$ cat src/rtl/smbg_pkg.sv
package smbg_pkg;
    localparam int REG_AW = 3;
    localparam int REG_DW = 8;

    localparam logic [REG_AW-1:0] RA_STAT = 3'd0;
    localparam logic [REG_AW-1:0] RA_CFG  = 3'd1;
    localparam logic [REG_AW-1:0] RA_TGT  = 3'd2;
    localparam logic [REG_AW-1:0] RA_CMD  = 3'd3;
    localparam logic [REG_AW-1:0] RA_DATA = 3'd4;
    localparam logic [REG_AW-1:0] RA_GO   = 3'd5;

    typedef enum logic [3:0] {
        ST_IDLE, ST_START, ST_TX_BIT, ST_TX_ACK, ST_RSTART,
        ST_RX_BIT, ST_RX_NACK, ST_STOP, ST_FINISH
    } mst_state_t;

    typedef enum logic [1:0] {
        SEG_ADDR_W, SEG_CMD, SEG_DATA, SEG_ADDR_R
    } seg_t;
endpackage

$ cat src/rtl/smbg_guard.sv
module smbg_guard #(
    parameter int         ADDR_BITS = 7,
    parameter logic [6:0] WIN_BASE  = 7'h50,
    parameter int         WIN_LOG2  = 3
) (
    input  logic [ADDR_BITS-1:0] tgt_addr_i,
    input  logic                 tgt_read_i,
    input  logic                 prot_i,
    output logic                 block_o
);
    localparam int TAG_W = ADDR_BITS - WIN_LOG2;

    logic in_window;

    always_comb begin
        in_window = (tgt_addr_i[ADDR_BITS-1:WIN_LOG2] == WIN_BASE[ADDR_BITS-1:WIN_LOG2]);
        block_o   = prot_i && in_window && !tgt_read_i;
    end

    if (TAG_W < 1) begin : g_bad_cfg
        initial $error("window wider than address space");
    end
endmodule

$ cat src/rtl/smbg_regs.sv
module smbg_regs
    import smbg_pkg::*;
#(
    parameter int   ADDR_BITS    = 7,
    parameter int   PROT_BIT     = 4,
    parameter logic PROT_DEFAULT = 1'b1
) (
    input  logic                 clk,
    input  logic                 rst_n,
    input  logic                 reg_we,
    input  logic [REG_AW-1:0]    reg_addr,
    input  logic [REG_DW-1:0]    reg_wdata,
    output logic [REG_DW-1:0]    reg_rdata,
    input  logic                 busy_i,
    input  logic                 mst_done_i,
    input  logic                 mst_err_i,
    input  logic [REG_DW-1:0]    rx_data_i,
    input  logic                 block_i,
    output logic                 go_start_o,
    output logic                 go_block_o,
    output logic [ADDR_BITS-1:0] tgt_addr_o,
    output logic                 tgt_read_o,
    output logic [REG_DW-1:0]    cmd_o,
    output logic [REG_DW-1:0]    wdata_o,
    output logic                 prot_o
);
    logic prot_q, locked_q, done_q, err_q;
    logic [ADDR_BITS-1:0] tgt_addr_q;
    logic tgt_read_q;
    logic [REG_DW-1:0] cmd_q, wdata_q;
    logic wr_stat, wr_cfg, go_req, clr_done, clr_err, set_done, set_err;

    always_comb begin
        wr_stat    = reg_we && (reg_addr == RA_STAT);
        wr_cfg     = reg_we && (reg_addr == RA_CFG);
        go_req     = reg_we && (reg_addr == RA_GO) && reg_wdata[0] && !busy_i;
        go_block_o = go_req && block_i;
        go_start_o = go_req && !block_i;
        clr_done   = wr_stat && reg_wdata[1];
        clr_err    = wr_stat && reg_wdata[2];
        set_done   = go_block_o || mst_done_i;
        set_err    = go_block_o || (mst_done_i && mst_err_i);
    end

    always_ff @(posedge clk) begin
        if (!rst_n) begin
            prot_q     <= PROT_DEFAULT;
            locked_q   <= 1'b0;
            done_q     <= 1'b0;
            err_q      <= 1'b0;
            tgt_addr_q <= '0;
            tgt_read_q <= 1'b0;
            cmd_q      <= '0;
            wdata_q    <= '0;
        end else begin
            if (wr_cfg && !locked_q) begin
                prot_q   <= reg_wdata[PROT_BIT];
                locked_q <= 1'b1;
            end
            if (reg_we && reg_addr == RA_TGT) begin
                tgt_addr_q <= reg_wdata[ADDR_BITS:1];
                tgt_read_q <= reg_wdata[0];
            end
            if (reg_we && reg_addr == RA_CMD)  cmd_q   <= reg_wdata;
            if (reg_we && reg_addr == RA_DATA) wdata_q <= reg_wdata;
            if (set_done)      done_q <= 1'b1;
            else if (clr_done) done_q <= 1'b0;
            if (set_err)       err_q  <= 1'b1;
            else if (clr_err)  err_q  <= 1'b0;
        end
    end

    always_comb begin
        reg_rdata = '0;
        unique case (reg_addr)
            RA_STAT: reg_rdata[2:0] = {err_q, done_q, busy_i};
            RA_CFG:  reg_rdata[PROT_BIT] = prot_q;
            RA_TGT:  reg_rdata = {tgt_addr_q, tgt_read_q};
            RA_CMD:  reg_rdata = cmd_q;
            RA_DATA: reg_rdata = rx_data_i;
            default: reg_rdata = '0;
        endcase
    end

    assign tgt_addr_o = tgt_addr_q;
    assign tgt_read_o = tgt_read_q;
    assign cmd_o      = cmd_q;
    assign wdata_o    = wdata_q;
    assign prot_o     = prot_q;

    // once locked, configuration writes do not move the protection bit
    p_lock_hold_r2: assert property (@(posedge clk) disable iff (!rst_n)
        (locked_q && wr_cfg) |=> (prot_q == $past(prot_q)));

    // a refused go raises done and device-error on the sampling edge
    p_block_flags_r3: assert property (@(posedge clk) disable iff (!rst_n)
        go_block_o |=> (done_q && err_q));

    // write-1 clears done when nothing sets it in the same cycle
    p_w1c_done_r9: assert property (@(posedge clk) disable iff (!rst_n)
        (clr_done && !set_done) |=> !done_q);
endmodule

$ cat src/rtl/smbg_master.sv
module smbg_master
    import smbg_pkg::*;
#(
    parameter int ADDR_BITS = 7,
    parameter int BYTE_W    = 8,
    parameter int CLK_DIV   = 4
) (
    input  logic                 clk,
    input  logic                 rst_n,
    input  logic                 start_i,
    input  logic [ADDR_BITS-1:0] tgt_addr_i,
    input  logic                 tgt_read_i,
    input  logic [BYTE_W-1:0]    cmd_i,
    input  logic [BYTE_W-1:0]    wdata_i,
    input  logic                 sda_in,
    output logic                 busy_o,
    output logic                 done_o,
    output logic                 err_o,
    output logic [BYTE_W-1:0]    rx_data_o,
    output logic                 scl_low_o,
    output logic                 sda_low_o
);
    localparam int DIV_W = (CLK_DIV > 1) ? $clog2(CLK_DIV) : 1;
    localparam int BIT_W = $clog2(BYTE_W);

    mst_state_t state, state_nx;
    seg_t seg;
    logic [DIV_W-1:0]  div_cnt;
    logic [1:0]        phase;
    logic [BIT_W-1:0]  bit_idx;
    logic [BYTE_W-1:0] tx_sh, rx_sh, rx_q;
    logic              nack_q, tick, ph_end, sample;

    always_comb begin
        tick   = (div_cnt == DIV_W'(CLK_DIV - 1));
        ph_end = tick && (phase == 2'd3);
        sample = tick && (phase == 2'd2);
    end

    // next-state decode
    always_comb begin
        state_nx = state;
        unique case (state)
            ST_IDLE:    if (start_i) state_nx = ST_START;
            ST_START:   if (ph_end) state_nx = ST_TX_BIT;
            ST_TX_BIT:  if (ph_end && bit_idx == '0) state_nx = ST_TX_ACK;
            ST_TX_ACK:  if (ph_end) begin
                            if (nack_q) state_nx = ST_STOP;
                            else begin
                                unique case (seg)
                                    SEG_ADDR_W: state_nx = ST_TX_BIT;
                                    SEG_CMD:    state_nx = tgt_read_i ? ST_RSTART : ST_TX_BIT;
                                    SEG_DATA:   state_nx = ST_STOP;
                                    SEG_ADDR_R: state_nx = ST_RX_BIT;
                                    default:    state_nx = ST_STOP;
                                endcase
                            end
                        end
            ST_RSTART:  if (ph_end) state_nx = ST_TX_BIT;
            ST_RX_BIT:  if (ph_end && bit_idx == '0) state_nx = ST_RX_NACK;
            ST_RX_NACK: if (ph_end) state_nx = ST_STOP;
            ST_STOP:    if (ph_end) state_nx = ST_FINISH;
            ST_FINISH:  state_nx = ST_IDLE;
            default:    state_nx = ST_IDLE;
        endcase
    end

    // state register
    always_ff @(posedge clk) begin
        if (!rst_n) state <= ST_IDLE;
        else        state <= state_nx;
    end

    // datapath
    always_ff @(posedge clk) begin
        if (!rst_n) begin
            seg     <= SEG_ADDR_W;
            div_cnt <= '0;
            phase   <= '0;
            bit_idx <= '0;
            tx_sh   <= '0;
            rx_sh   <= '0;
            rx_q    <= '0;
            nack_q  <= 1'b0;
        end else if (state == ST_IDLE) begin
            div_cnt <= '0;
            phase   <= '0;
            if (start_i) begin
                seg     <= SEG_ADDR_W;
                tx_sh   <= {tgt_addr_i, 1'b0};
                bit_idx <= BIT_W'(BYTE_W - 1);
                nack_q  <= 1'b0;
            end
        end else if (state != ST_FINISH) begin
            if (tick) begin
                div_cnt <= '0;
                phase   <= phase + 2'd1;
            end else begin
                div_cnt <= div_cnt + DIV_W'(1);
            end
            unique case (state)
                ST_TX_BIT: if (ph_end) begin
                    tx_sh   <= {tx_sh[BYTE_W-2:0], 1'b0};
                    bit_idx <= bit_idx - BIT_W'(1);
                end
                ST_TX_ACK: begin
                    if (sample) nack_q <= sda_in;
                    if (ph_end && !nack_q) begin
                        bit_idx <= BIT_W'(BYTE_W - 1);
                        unique case (seg)
                            SEG_ADDR_W: begin seg <= SEG_CMD; tx_sh <= cmd_i; end
                            SEG_CMD: begin
                                if (tgt_read_i) begin
                                    seg   <= SEG_ADDR_R;
                                    tx_sh <= {tgt_addr_i, 1'b1};
                                end else begin
                                    seg   <= SEG_DATA;
                                    tx_sh <= wdata_i;
                                end
                            end
                            default: ;
                        endcase
                    end
                end
                ST_RX_BIT: begin
                    if (sample) rx_sh <= {rx_sh[BYTE_W-2:0], sda_in};
                    if (ph_end) bit_idx <= bit_idx - BIT_W'(1);
                end
                ST_RX_NACK: if (ph_end) rx_q <= rx_sh;
                default: ;
            endcase
        end
    end

    // line drivers and flags
    always_comb begin
        scl_low_o = 1'b0;
        sda_low_o = 1'b0;
        unique case (state)
            ST_IDLE, ST_FINISH: ;
            ST_START: begin
                scl_low_o = (phase == 2'd3);
                sda_low_o = (phase != 2'd0);
            end
            ST_TX_BIT: begin
                scl_low_o = (phase < 2'd2);
                sda_low_o = !tx_sh[BYTE_W-1];
            end
            ST_TX_ACK, ST_RX_BIT, ST_RX_NACK: scl_low_o = (phase < 2'd2);
            ST_RSTART: begin
                scl_low_o = (phase == 2'd0) || (phase == 2'd3);
                sda_low_o = (phase >= 2'd2);
            end
            ST_STOP: begin
                scl_low_o = (phase == 2'd0);
                sda_low_o = (phase < 2'd2);
            end
            default: ;
        endcase
        busy_o    = (state != ST_IDLE);
        done_o    = (state == ST_FINISH);
        err_o     = (state == ST_FINISH) && nack_q;
        rx_data_o = rx_q;
    end

    // an idle master never pulls either line
    p_idle_released_r4: assert property (@(posedge clk) disable iff (!rst_n)
        (state == ST_IDLE && !$past(start_i)) |-> (!scl_low_o && !sda_low_o));

    // a start only ever launches from IDLE into START
    p_start_r10: assert property (@(posedge clk) disable iff (!rst_n)
        (state == ST_IDLE && start_i) |=> (state == ST_START));
endmodule

$ cat src/rtl/smbg_host.sv
module smbg_host
    import smbg_pkg::*;
#(
    parameter int         CLK_DIV      = 4,
    parameter logic       PROT_DEFAULT = 1'b1,
    parameter int         PROT_BIT     = 4,
    parameter logic [6:0] WIN_BASE     = 7'h50,
    parameter int         WIN_LOG2     = 3
) (
    input  logic              clk,
    input  logic              rst_n,
    input  logic              reg_we,
    input  logic [REG_AW-1:0] reg_addr,
    input  logic [REG_DW-1:0] reg_wdata,
    output logic [REG_DW-1:0] reg_rdata,
    output logic              scl_low,
    output logic              sda_low,
    input  logic              sda_in
);
    localparam int ADDR_BITS = REG_DW - 1;

    logic busy, mst_done, mst_err, block, go_start, go_block, tgt_read, prot;
    logic [REG_DW-1:0] rx_data, cmd, wdata;
    logic [ADDR_BITS-1:0] tgt_addr;

    smbg_regs #(.ADDR_BITS(ADDR_BITS), .PROT_BIT(PROT_BIT), .PROT_DEFAULT(PROT_DEFAULT)) u_regs (
        .clk(clk), .rst_n(rst_n), .reg_we(reg_we), .reg_addr(reg_addr),
        .reg_wdata(reg_wdata), .reg_rdata(reg_rdata), .busy_i(busy),
        .mst_done_i(mst_done), .mst_err_i(mst_err), .rx_data_i(rx_data),
        .block_i(block), .go_start_o(go_start), .go_block_o(go_block),
        .tgt_addr_o(tgt_addr), .tgt_read_o(tgt_read), .cmd_o(cmd),
        .wdata_o(wdata), .prot_o(prot)
    );

    smbg_guard #(.ADDR_BITS(ADDR_BITS), .WIN_BASE(WIN_BASE), .WIN_LOG2(WIN_LOG2)) u_guard (
        .tgt_addr_i(tgt_addr), .tgt_read_i(tgt_read), .prot_i(prot), .block_o(block)
    );

    smbg_master #(.ADDR_BITS(ADDR_BITS), .BYTE_W(REG_DW), .CLK_DIV(CLK_DIV)) u_master (
        .clk(clk), .rst_n(rst_n), .start_i(go_start), .tgt_addr_i(tgt_addr),
        .tgt_read_i(tgt_read), .cmd_i(cmd), .wdata_i(wdata), .sda_in(sda_in),
        .busy_o(busy), .done_o(mst_done), .err_o(mst_err), .rx_data_o(rx_data),
        .scl_low_o(scl_low), .sda_low_o(sda_low)
    );

    // a refused go never brings the master out of idle
    p_block_no_bus_r3: assert property (@(posedge clk) disable iff (!rst_n)
        go_block |=> !busy);

    // during a refused go the lines stay released on the next cycle
    p_block_lines_r4: assert property (@(posedge clk) disable iff (!rst_n)
        (go_block && !busy) |=> (!scl_low && !sda_low));
endmodule

$ cat config.mk
export PLATFORM = sky130hd
export DESIGN_NAME = smbg_host
export DESIGN_NICKNAME = d
export VERILOG_FILES = /design/src/rtl/smbg_pkg.sv /design/src/rtl/smbg_guard.sv /design/src/rtl/smbg_regs.sv /design/src/rtl/smbg_master.sv /design/src/rtl/smbg_host.sv
export SDC_FILE = /design/constraint.sdc
export NUM_CORES = 1
export LEC_CHECK = 0
export BUFFER_PORTS_ARGS = -buffer_cell sky130_fd_sc_hd__buf_2
export CORE_MARGIN = 10
export CORE_UTILIZATION = 55
export CTS_CLUSTER_SIZE = 30
export DETAILED_ROUTE_END_ITERATION = 10
export GPL_ROUTABILITY_DRIVEN = 1
export PLACE_DENSITY = 0.74
export SLEW_MARGIN = 25
export SYNTH_ARGS = -nofsm -noshare
export SYNTH_HDL_FRONTEND = slang
export SYNTH_SLANG_ARGS = --single-unit
$ cat constraint.sdc
create_clock -name clk -period 2.4 [get_ports clk]
set_input_delay 0.48 -clock clk [delete_from_list [all_inputs] [get_ports clk]]
set_output_delay 0.48 -clock clk [all_outputs]
set_load 0.01 [all_outputs]
* Yosys cells after proc, flatten, opt, wreduce, memory -nomap -nowiden *
Cells that the tools add are included.

word-level totals
  input port bits = 15
  word-level logic and storage cells = 162
  flip-flop bits (word level) = 66
  output and inout port bits = 10

cells by class
  magnitude comparators = 2
  bitwise operators = 2
  reduce and logical (&&, ||, !) cells = 58
  equality and inequality tests = 32
  multiplexer cells = 48
  add/sub/neg operators = 3

operator list
  kind                  number
  $mux W8               6
  $mux W4               8
  $pmux W8 S2           2
  $pmux W4 S7           1
  $logic_and A1 B1 Y1   21
  $mux W3               6
  $eq A4 B3 Y1 const B  4
  $pmux W4 S4           1
  $reduce_bool A2 Y1    7
  $mux W2               6
  $ne A2 B1 Y1 const B  6
  $pmux W1 S4           3
  $pmux W3 S4           1
  $reduce_and A4 Y1     3
  $eq A2 B2 Y1 const B  5
  $mux W1               10
  $reduce_and A5 Y1     2
  $ne A3 B1 Y1 const B  3
  $pmux W3 S3           1
  $reduce_bool A3 Y1    3
  $eq A4 B2 Y1 const B  2
  $eq A4 B4 Y1 const B  2
  $reduce_and A7 Y1     1
  $eq A3 B2 Y1 const B  2
  other kinds (25)      39

* Longest topological paths before layout *
Gate-level depths: netlist of the first run.

  depth after elaboration = 7
  gate-level depth with buffers = 8
  mapped depth without buffers = 6

* By module *
A second synthesis of the first run with hierarchy kept.

second synthesis, totals
  cells, all modules = 399
  area total of the unflattened synthesis = 3,555.9 um^2

modules (own cells, without submodules)
  module       instances  area each (um^2)  cells an instance
  smbg_master  1          2,157.1           248
  smbg_regs    1          1,375.1           149
  smbg_guard   1          23.8              2

* Worst setup path after synthesis of the first run *
No wires, ideal clock.

  kind = in2out
  from = in reg_addr[2]
  to = out reg_rdata[1]
  buffers on the path = 1
  data arrival time = 1.421 ns
  required time = 1.920 ns
  cell stages on the path = 4
  setup slack = 0.499 ns
  cells stage by stage = clkbuf_1 -> nor3b_1 -> nand2_1 -> o21ai_0

on the way
  longest elaborated chain between the ends = 2

ends and longest elaborated chain
  element                               RTL line         source
  start: declaration                    smbg_host.sv:13  input logic [REG_AW-1:0] reg_addr,
  $eq A3 B3 Y1 (tied with other cells)  smbg_regs.sv:75  unique case (reg_addr)
  $pmux W3 S4 *                         smbg_regs.sv:75
  end: declaration                      smbg_host.sv:15  output logic [REG_DW-1:0] reg_rdata,

Mark *: on every way between the ends. The rest lies on a longest branch, timed or not.

* Worst setup path after layout of the first run *
  from = reg u_master.state[3]
  to = out sda_low

on the way
  longest elaborated chain between the ends = 2

ends and longest elaborated chain
  element                               RTL line            source
  start: declaration                    smbg_master.sv:26   mst_state_t state, state_nx;
  start signal: assignment              smbg_master.sv:71   else state <= state_nx;
  $eq A4 B3 Y1 (tied with other cells)  smbg_master.sv:139  unique case (state)
  $pmux W1 S4 *                         smbg_master.sv:139
  end: declaration                      smbg_host.sv:17     output logic sda_low,

Marked as above.

==> results of run 1 <==
[state kept, by name, indices dropped and copies added (netlist names), 2 cells and up]
| signal | count |
|---|---|
| u_master.seg | 2 |
| u_regs.tgt_addr_o | 7 |
| u_master.rx_sh | 8 |
| u_regs.wdata_o | 8 |
| u_master.phase | 2 |
| u_regs.cmd_o | 8 |
| u_master.rx_data_o | 8 |
| u_master.div_cnt | 2 |
| u_master.tx_sh | 8 |
| u_master.bit_idx | 3 |
| u_master.state | 4 |
[layout make-up]
| cell class | instances | share of cell area |
|---|---|---|
| clock buffers | 9 | 0.0308 |
| clock inverters | 7 | 0.0152 |
| inverters | 17 | 0.0159 |
| multi-input cells | 331 | 0.524 |
| flip-flops and latches | 66 | 0.330 |
| well taps | 77 | 0.0239 |
| repair buffers | 40 | 0.0597 |
[where the power goes]
group          internal [mW]  switching [mW]  leakage (nW)  total [mW]
Combinational          0.311           0.442         0.911       0.752
Clock                  0.392           0.490        0.0884       0.882
Sequential              1.16          0.0753         0.536        1.23
[logic make-up after synthesis]
kind of cell	count (synthesis)
AO/OA/AOI/OAI	109
flip-flops	66
multiplexers	44
buffers and inverters	50
XOR/XNOR	1
AND/OR/NAND/NOR	171
adder cells (fa/ha/maj)	6
[worst min path at each step]
| stage | cells past startpoint | startpoint | slack, ps | end |
|---|---|---|---|---|
| after floorplan | 2 | u_master.bit_idx[0] | 430 | u_master.bit_idx[0] |
| after global placement | 2 | u_regs.locked_q | 440 | u_regs.locked_q |
| after detailed placement | 2 | u_master.bit_idx[0] | 450 | u_master.bit_idx[0] |
| after CTS | 3 | reg_wdata[7] | 370 | u_regs.tgt_addr_o[6] |
| after global routing | 3 | sda_in | 380 | u_master.rx_sh[0] |
| final | 3 | sda_in | 370 | u_master.rx_sh[0] |
[worst max-delay path, stage by stage (launching register included)]
cell and delay, ps:
dfxtp_1 580, buf_4 250, nand2b_1 230, o21ai_0 150, buf_2 160
[metrics by stage]
stage	instances	utilization
after CTS	547	0.628
after global placement	531	0.599
after detailed placement	531	0.599
final	547	0.630
after floorplan	447	-
after global routing	547	0.630
[what timing repair did]
action | in CTS | in global routing
gates cloned | 0 | 0
resized for setup | 2 | 4
endpoints found under the setup margin | 2 | 6
pin swaps | 0 | 1
[cell usage in the layout (no fill, tap or decap), drive strengths merged, types with 5 or more instances in the layout]
| cell | netlist | final |
|---|---|---|
| a21oi | 49 | 49 |
| buf | 21 | 40 |
| clkbuf | 12 | 9 |
| dfxtp | 66 | 66 |
| ha | 6 | 6 |
| inv | 17 | 20 |
| mux2i | 44 | 44 |
| nand2 | 56 | 56 |
| nand2b | 8 | 8 |
| nand3 | 14 | 14 |
| nor2 | 52 | 52 |
| nor2b | 5 | 5 |
| nor4 | 9 | 9 |
| o21ai | 18 | 18 |
| o22ai | 10 | 10 |
| o41ai | 8 | 8 |
[metal layers]
layer,share of wire,track usage,vias up
met3,0.066,0.0504,16
met4,0.015,0.0579,0
met1,0.46,0.239,1525
li1,-,-,1619
met2,0.46,0.269,103
met5,0,0,-
==> reports/metrics.cfg, run 1 <==
[yosys]
synthArstFlopShare = 0
synthDistinctLibCells = 63
synth_most_common_cell = dfxtp_1
synth_top_family_by_area = simple AND/OR/NAND/NOR gates
ys_seq_area_frac = 0.362
synth_area_leaders = dfxtp_1, mux2i_1, a21oi_1
yosys.area_share.simple = 0.237
synthMuxAreaShare = 0.121
ys_ff_latch = 66
syn-cell-area_mm2 = 0.00365
synthFlopType = dfxtp_1
synthXorXnorAreaFrac = 0.00240
syn_avg_cell_area_um2 = 8.17
ys_warn_count = 0
synth.largest_area_cell = dfxtp_1
synth_edf_count = 0
syn-num-nets = 468
yosys.area.top_type_share = 0.362
synth-compound-area-share = 0.193
synthAdderAreaFrac = 0.0206
ys_top_cells_by_count = dfxtp_1, nand2_1, nor2_1
postSynthCellCount = 447

[die]
die_area_mm2 = 0.0103
fp.dieW_um = 101
die_h_um = 101
ios = 25
std_cell_rows = 29
start_util = 0.572
core_mm2 = 0.00639

[worst_setup_path]
cp.required_ps = 1920
crit_path_start = u_master.state[3]
regToRegEndpoint = u_master.tx_sh[6]
r2r_cells = 5
cp_max_fo = 10
end_kind = output port
reg2reg_slack_ps = 280
crit_end = sda_low
cp.arrival_ps = 1730
worstReg2RegStart = u_master.state[3]
worstSetupPathType = reg2out
cp-start-kind = flip-flop

[sta]
skew_ps = 8.72
post-route-period-util = 0.922
tns_ps = 0
finalMaxSlewViolations = 0
slew_headroom = 0.507
fin_hold_ws_ps = 372
fmax_mhz = 452
setup_ws_ps = 186
worstMarginPinSlew_ps = 739
rsz0062_at_grt = no
fin_crit_ps = 2210
hold_viol_final = 0
setup_viol = 0

[place]
pre_cts_ws_ps = 171
gp_congestion = 0.935
placedInstanceArea_mm2 = 0.00382
io_buffers = 24
dp_hpwl_mm = 6.48

[global_routing]
grt_pass1_wl_mm = 14.9
grt_max_degree = 33
grtUsageTotal = 0.178
antenna_found_initial = 0
grt_pass1_vias = 3107
grt_overflow = 0

[detailed_routing]
wl_mm = 8.99
via_per_inst = 5.97
via_count = 3263
wire_per_inst_um = 16.4
drt_iter0_drc = 182
drc = 0
dr.pass1.iters = 4
antenna_left = 0

[clocking]
cts_max_path_buffers = 2
htree_levels = 3
cts_root_buf = clkbuf_8
ctsHoldBuffers = 0
numCtsBuffers = 9
cts.sinks = 66
worstSkewPairLatency_ps = 360
clkTransAtPathRegs_ps = 80
cts_setup_buffers = 0
cts_tree = done

[outcome]
status = complete, no violations

[final_layout]
final_cell_area_mm2 = 0.00403
regArea_mm2 = 0.00133
syn_to_final_growth_pct = 10.2
fillers = 571
drive_above_1_share = 0.162
diodes = 0
layout.nets = 486
multiInputGateArea_mm2 = 0.00211

[power]
power_mw = 2.87
irDropWorstVdd_mv = 0.484
p_per_area_mw_per_mm2 = 712
leakage_nw = 1.54

[run]
maxCapViolations = 0

[hold_path]
hp-class = in2reg

(Power assumes the default switching activity.)
==> run 2: changes to the inputs <==
--- a/config.mk
+++ b/config.mk
@@ -6,12 +6,13 @@
 export NUM_CORES = 1
 export LEC_CHECK = 0
 export BUFFER_PORTS_ARGS = -buffer_cell sky130_fd_sc_hd__buf_2
-export CORE_MARGIN = 10
+export CORE_MARGIN = 8
 export CORE_UTILIZATION = 55
 export CTS_CLUSTER_SIZE = 30
 export DETAILED_ROUTE_END_ITERATION = 10
 export GPL_ROUTABILITY_DRIVEN = 1
 export PLACE_DENSITY = 0.74
+export REMOVE_ABC_BUFFERS = 1
 export SLEW_MARGIN = 25
 export SYNTH_ARGS = -nofsm -noshare
 export SYNTH_HDL_FRONTEND = slang
==> reports/metrics.cfg, run 2 (synthesized netlist as in run 1, its figures left out) <==
[outcome]
status = complete, no violations

[clocking]
cts_root_buf = clkbuf_8
htree_levels = 3  ; unchanged
cts_tree = done
cts.sinks = 66  ; unchanged
cts_max_path_buffers = 2  ; unchanged
ctsHoldBuffers = 0  ; unchanged
worstSkewPairLatency_ps = 350  ; about the same
cts_setup_buffers = 0  ; unchanged
cts_resized = 0  ; -2
numCtsBuffers = 9  ; unchanged
clkTransAtPathRegs_ps = 80  ; about the same

[detailed_routing]
wire_per_inst_um = 16.9  ; +2.8%
drt_iter0_drc = 229  ; +26%
via_count = 3301  ; +1.2%
dr.pass1.iters = 5  ; +1
via_per_inst = 6.01  ; +0.80%
antenna_left = 0  ; unchanged
drc = 0  ; unchanged
wl_mm = 9.28  ; +3.2%

[worst_setup_path]
end_kind = output port
cp.required_ps = 1920  ; about the same
cp-start-kind = flip-flop
cp.arrival_ps = 1790  ; +60 ps
worstSetupPathType = reg2out
cp_max_fo = 11  ; +1

[power]
irDropWorstVdd_mv = 0.482  ; -0.42%
p_per_area_mw_per_mm2 = 732  ; +2.8%
leakage_nw = 1.55  ; +1.2%

[sta]
fin_crit_ps = 2270  ; +58.8 ps
slew_headroom = 0.509  ; +0.00201
finalMaxSlewViolations = 0  ; unchanged
hold_viol_final = 0  ; unchanged
skew_ps = 8.49  ; -0.224 ps
rsz0062_at_grt = no
setup_ws_ps = 127  ; -58.8 ps
worstMarginPinSlew_ps = 736  ; -3.01 ps
fmax_mhz = 440  ; -2.6%
setup_viol = 0  ; unchanged
fin_hold_ws_ps = 385  ; +12.8 ps
tns_ps = 0  ; unchanged
post-route-period-util = 0.947  ; +0.0245

[global_routing]
grt_pass1_wl_mm = 15.4  ; +2.8%
antenna_found_initial = 0  ; unchanged
grt_overflow = 0  ; unchanged
grtUsageTotal = 0.193  ; +0.0152
grt_max_degree = 34  ; +3.0%
grt_pass1_vias = 3106  ; -0.032%

[die]
fp.dieW_um = 97.5  ; -3.9%
start_util = 0.572  ; unchanged
ios = 25  ; unchanged
die_h_um = 97.5  ; -3.9%
std_cell_rows = 29  ; unchanged
core_mm2 = 0.00639  ; unchanged
die_area_mm2 = 0.00950  ; -7.7%

[place]
io_buffers = 24  ; unchanged
placedInstanceArea_mm2 = 0.00384  ; +0.39%
pre_cts_ws_ps = 183  ; +12.5 ps
dp_hpwl_mm = 6.52  ; +0.65%
gp_congestion = 0.901  ; -3.6%

[hold_path]
hp-class = in2reg

[final_layout]
final_cell_mix = dfxtp_1, nand2_1, nor2_1
fillers = 548  ; -4.0%
drive_above_1_share = 0.161  ; -0.000685
final_cell_area_mm2 = 0.00404  ; +0.47%
finalCoreUtilization = 0.633  ; +0.00294
syn_to_final_growth_pct = 10.8
layout.nets = 488  ; +0.41%
diodes = 0  ; unchanged
final_common_cell = dfxtp_1

[run]
maxCapViolations = 0  ; unchanged

[run 2: worst max-delay path, stage by stage, from the launching register on]
cell     delay [ps]
dfxtp_2         390
buf_4           200
nor4_2          360
nor3_1           80
a31oi_1         160
o22ai_1         110
buf_2           150
[run 2: metrics by stage]
| stage | cells | power [mW] |
|---|---|---|
| global route | 549 | 3.12 |
| detailed placement | 533 | 2.00 |
| CTS | 549 | 2.96 |
| global placement | 533 | 1.97 |
| finish | 549 | 2.96 |
| floorplan | 414 | 1.75 |
[run 2: path summary, 6_finish.rpt]
check | cells after the start | end | start | slack (ps)
setup / recovery | 6 | reg_rdata[0] | u_master.state[0] | 130
setup reg to reg | 5 | u_master.tx_sh[3] | u_master.div_cnt[0] | 310
hold reg to reg | 2 | u_master.bit_idx[0] | u_master.bit_idx[0] | 470
hold / removal | 3 | u_regs.cmd_o[7] | reg_wdata[7] | 390
[run 2: power breakdown]
| group | switching, mW | total, mW | internal [mW] |
|---|---|---|---|
| clock network | 0.462 | 0.972 | 0.510 |
| logic | 0.454 | 0.768 | 0.313 |
| registers | 0.0648 | 1.22 | 1.16 |
[run 2: metal layers]
metal / GRT usage / part of all wire / wire, µm
met4: 0.0629 / 0.017 / 160
met1: 0.254 / 0.46 / 4290
met5: 0 / 0 / 0
met2: 0.305 / 0.47 / 4360
met3: 0.0420 / 0.051 / 473
[run 2: cell type report]
cell class	instances	area [µm²]	area share
Clock buffer	10	138	0.0340
Clock inverter	6	65.1	0.0161
Inverter	17	63.8	0.0158
Multi-Input combinational cell	331	2100	0.520
Sequential cell	66	1320	0.327
Tap cell	77	96.3	0.0238
Timing Repair Buffer	42	255	0.0631
==> run 3: changes to the inputs <==
--- a/config.mk
+++ b/config.mk
@@ -6,6 +6,7 @@
 export NUM_CORES = 1
 export LEC_CHECK = 0
 export BUFFER_PORTS_ARGS = -buffer_cell sky130_fd_sc_hd__buf_2
+export CORE_ASPECT_RATIO = 0.8
 export CORE_MARGIN = 8
 export CORE_UTILIZATION = 55
 export CTS_CLUSTER_SIZE = 30
==> reports/metrics.cfg, run 3 (synthesized netlist as in run 1, its figures left out) <==
[die]
core_mm2 = 0.00641  ; +0.35%
start_util = 0.570  ; -0.00201
std_cell_rows = 26  ; -10%
die_area_mm2 = 0.00952  ; +0.17%
ios = 25  ; unchanged
fp.dieW_um = 107  ; +9.9%
die_h_um = 88.9  ; -8.8%

[sta]
slew_headroom = 0.492  ; -0.0172
fin_hold_ws_ps = 388  ; +3.39 ps
tns_ps = 0  ; unchanged
worstMarginPinSlew_ps = 762  ; +25.8 ps
setup_ws_ps = 211  ; +83.3 ps
setup_viol = 0  ; unchanged
fmax_mhz = 457  ; +3.8%
post-route-period-util = 0.912  ; -0.0347
hold_viol_final = 0  ; unchanged
fin_crit_ps = 2190  ; -83.3 ps
skew_ps = 5.67  ; -2.83 ps
finalMaxSlewViolations = 0  ; unchanged
rsz0062_at_grt = no

[place]
gp_congestion = 0.882  ; -2.2%
place_inst = 540  ; +1.3%
pre_cts_ws_ps = 183  ; -0.640 ps
dp_hpwl_mm = 6.44  ; -1.2%
io_buffers = 24  ; unchanged

[worst_setup_path]
regToRegEndpoint = u_master.tx_sh[2]
reg2reg_slack_ps = 310  ; about the same
slowest_delay_ps = 420  ; +30 ps
cp.arrival_ps = 1710  ; -80 ps
end_kind = output port
cp_max_fo = 6  ; -5
r2r_cells = 5  ; unchanged
critPathSlowestCell = dfxtp_1
worstPathCellList = inv_1 -> ha_1 -> o31ai_1 -> a21oi_1 -> nor2_1 -> buf_2
cp-start-kind = flip-flop
cp_num_buf_inv = 2  ; unchanged
worstReg2RegStart = u_master.div_cnt[0]
cp.required_ps = 1920  ; about the same
crit_family = flip-flops
worstSetupPathType = reg2out

[detailed_routing]
wl_mm = 9.18  ; -1.1%
wire_per_inst_um = 16.5  ; -2.3%
via_per_inst = 5.93  ; -1.4%
drt_iter0_drc = 199  ; -13%
antenna_left = 0  ; unchanged
drc = 0  ; unchanged
dr.pass1.iters = 5  ; unchanged
via_count = 3295  ; -0.18%

[clocking]
clkTransAtPathRegs_ps = 80  ; about the same
ctsHoldBuffers = 0  ; unchanged
cts_max_path_buffers = 2  ; unchanged
worstSkewPairLatency_ps = 350  ; about the same
htree_levels = 3  ; unchanged
cts_root_buf = clkbuf_8
cts_tree = done
numCtsBuffers = 9  ; unchanged
cts.sinks = 66  ; unchanged

[final_layout]
diodes = 0  ; unchanged
final_cells = 556  ; +1.3%
layout.nets = 488  ; unchanged
drive_above_1_share = 0.161  ; unchanged
syn_to_final_growth_pct = 10.5
fillers = 564  ; +2.9%
final_common_cell = dfxtp_1
final_cell_mix = dfxtp_1, nand2_1, nor2_1

[hold_path]
hold_end = u_regs.cmd_o[7]
min_from = reg_wdata[7]
whs_path_depth = 3  ; unchanged
hp-class = in2reg

[power]
p_per_area_mw_per_mm2 = 704  ; -3.9%
irDropWorstVdd_mv = 0.503  ; +4.4%
power_mw = 2.84  ; -4.1%
leakage_nw = 1.54  ; -1.0%

[outcome]
status = complete, no violations

[run]
maxCapViolations = 0  ; unchanged

[global_routing]
grt_pass1_wl_mm = 14.7  ; -4.4%
grt_max_degree = 45  ; +32%
grt_overflow = 0  ; unchanged
grtUsageTotal = 0.193  ; about the same
antenna_found_initial = 0  ; unchanged
grt_pass1_vias = 3009  ; -3.1%

-- run 3: cell type report --
class                           instances  area [µm²]  area share
Clock inverter                          7        58.8      0.0146
Clock buffer                            9         124      0.0307
Timing Repair Buffer                   42         255      0.0633
Tap cell                               84         105      0.0261
Inverter                               17        63.8      0.0158
Sequential cell                        66        1320       0.328
Multi-Input combinational cell        331        2100       0.521
-- run 3: routing by layer --
layer / vias up / routed length, µm / global-route usage / share of wire
met5: - / 0 / 0 / 0
met4: 0 / 117 / 0.0535 / 0.013
met3: 11 / 565 / 0.0531 / 0.062
met2: 110 / 4080 / 0.301 / 0.45
met1: 1545 / 4410 / 0.255 / 0.48
li1: 1629 / - / - / -
-- run 3: power breakdown --
part           internal [mW]  switching, mW  total [mW]
Combinational          0.305          0.437       0.742
Sequential              1.16         0.0750        1.23
Clock                  0.390          0.475       0.865
Total                   1.85          0.987        2.84
-- run 3: how the worst max path moves through the flow --
stage                       from                 to  slack, ps  cells past startpoint
2_1_floorplan             reg_we  u_regs.wdata_o[0]        210                      3
3_3_place_gp         reg_addr[1]  u_master.tx_sh[0]        280                      5
3_5_place_dp         reg_addr[1]  u_master.tx_sh[2]        180                      5
4_1_cts        u_master.state[1]            sda_low         30                      6
5_1_grt        u_master.phase[1]  u_master.tx_sh[2]         60                      5
6_report       u_master.phase[1]            scl_low        210                      6
-- run 3: through the flow --
stage	cell area, µm²	util
after floorplan	3480	-
final	4030	0.629
after CTS	4030	0.629
after global routing	4030	0.629
after global placement	3850	0.600
after detailed placement	3850	0.600
-- run 3: worst min-delay path, delay by kind of cell --
kind / cells / cell delay (ps)
buf+inv: 1 / 110
simple gates: 1 / 50
compound gates: 1 / 50
-- run 3: timing repair --
item	in CTS	in global routing
setup endpoints to repair	0	4
setup buffers	0	0
gates resized for setup	0	2
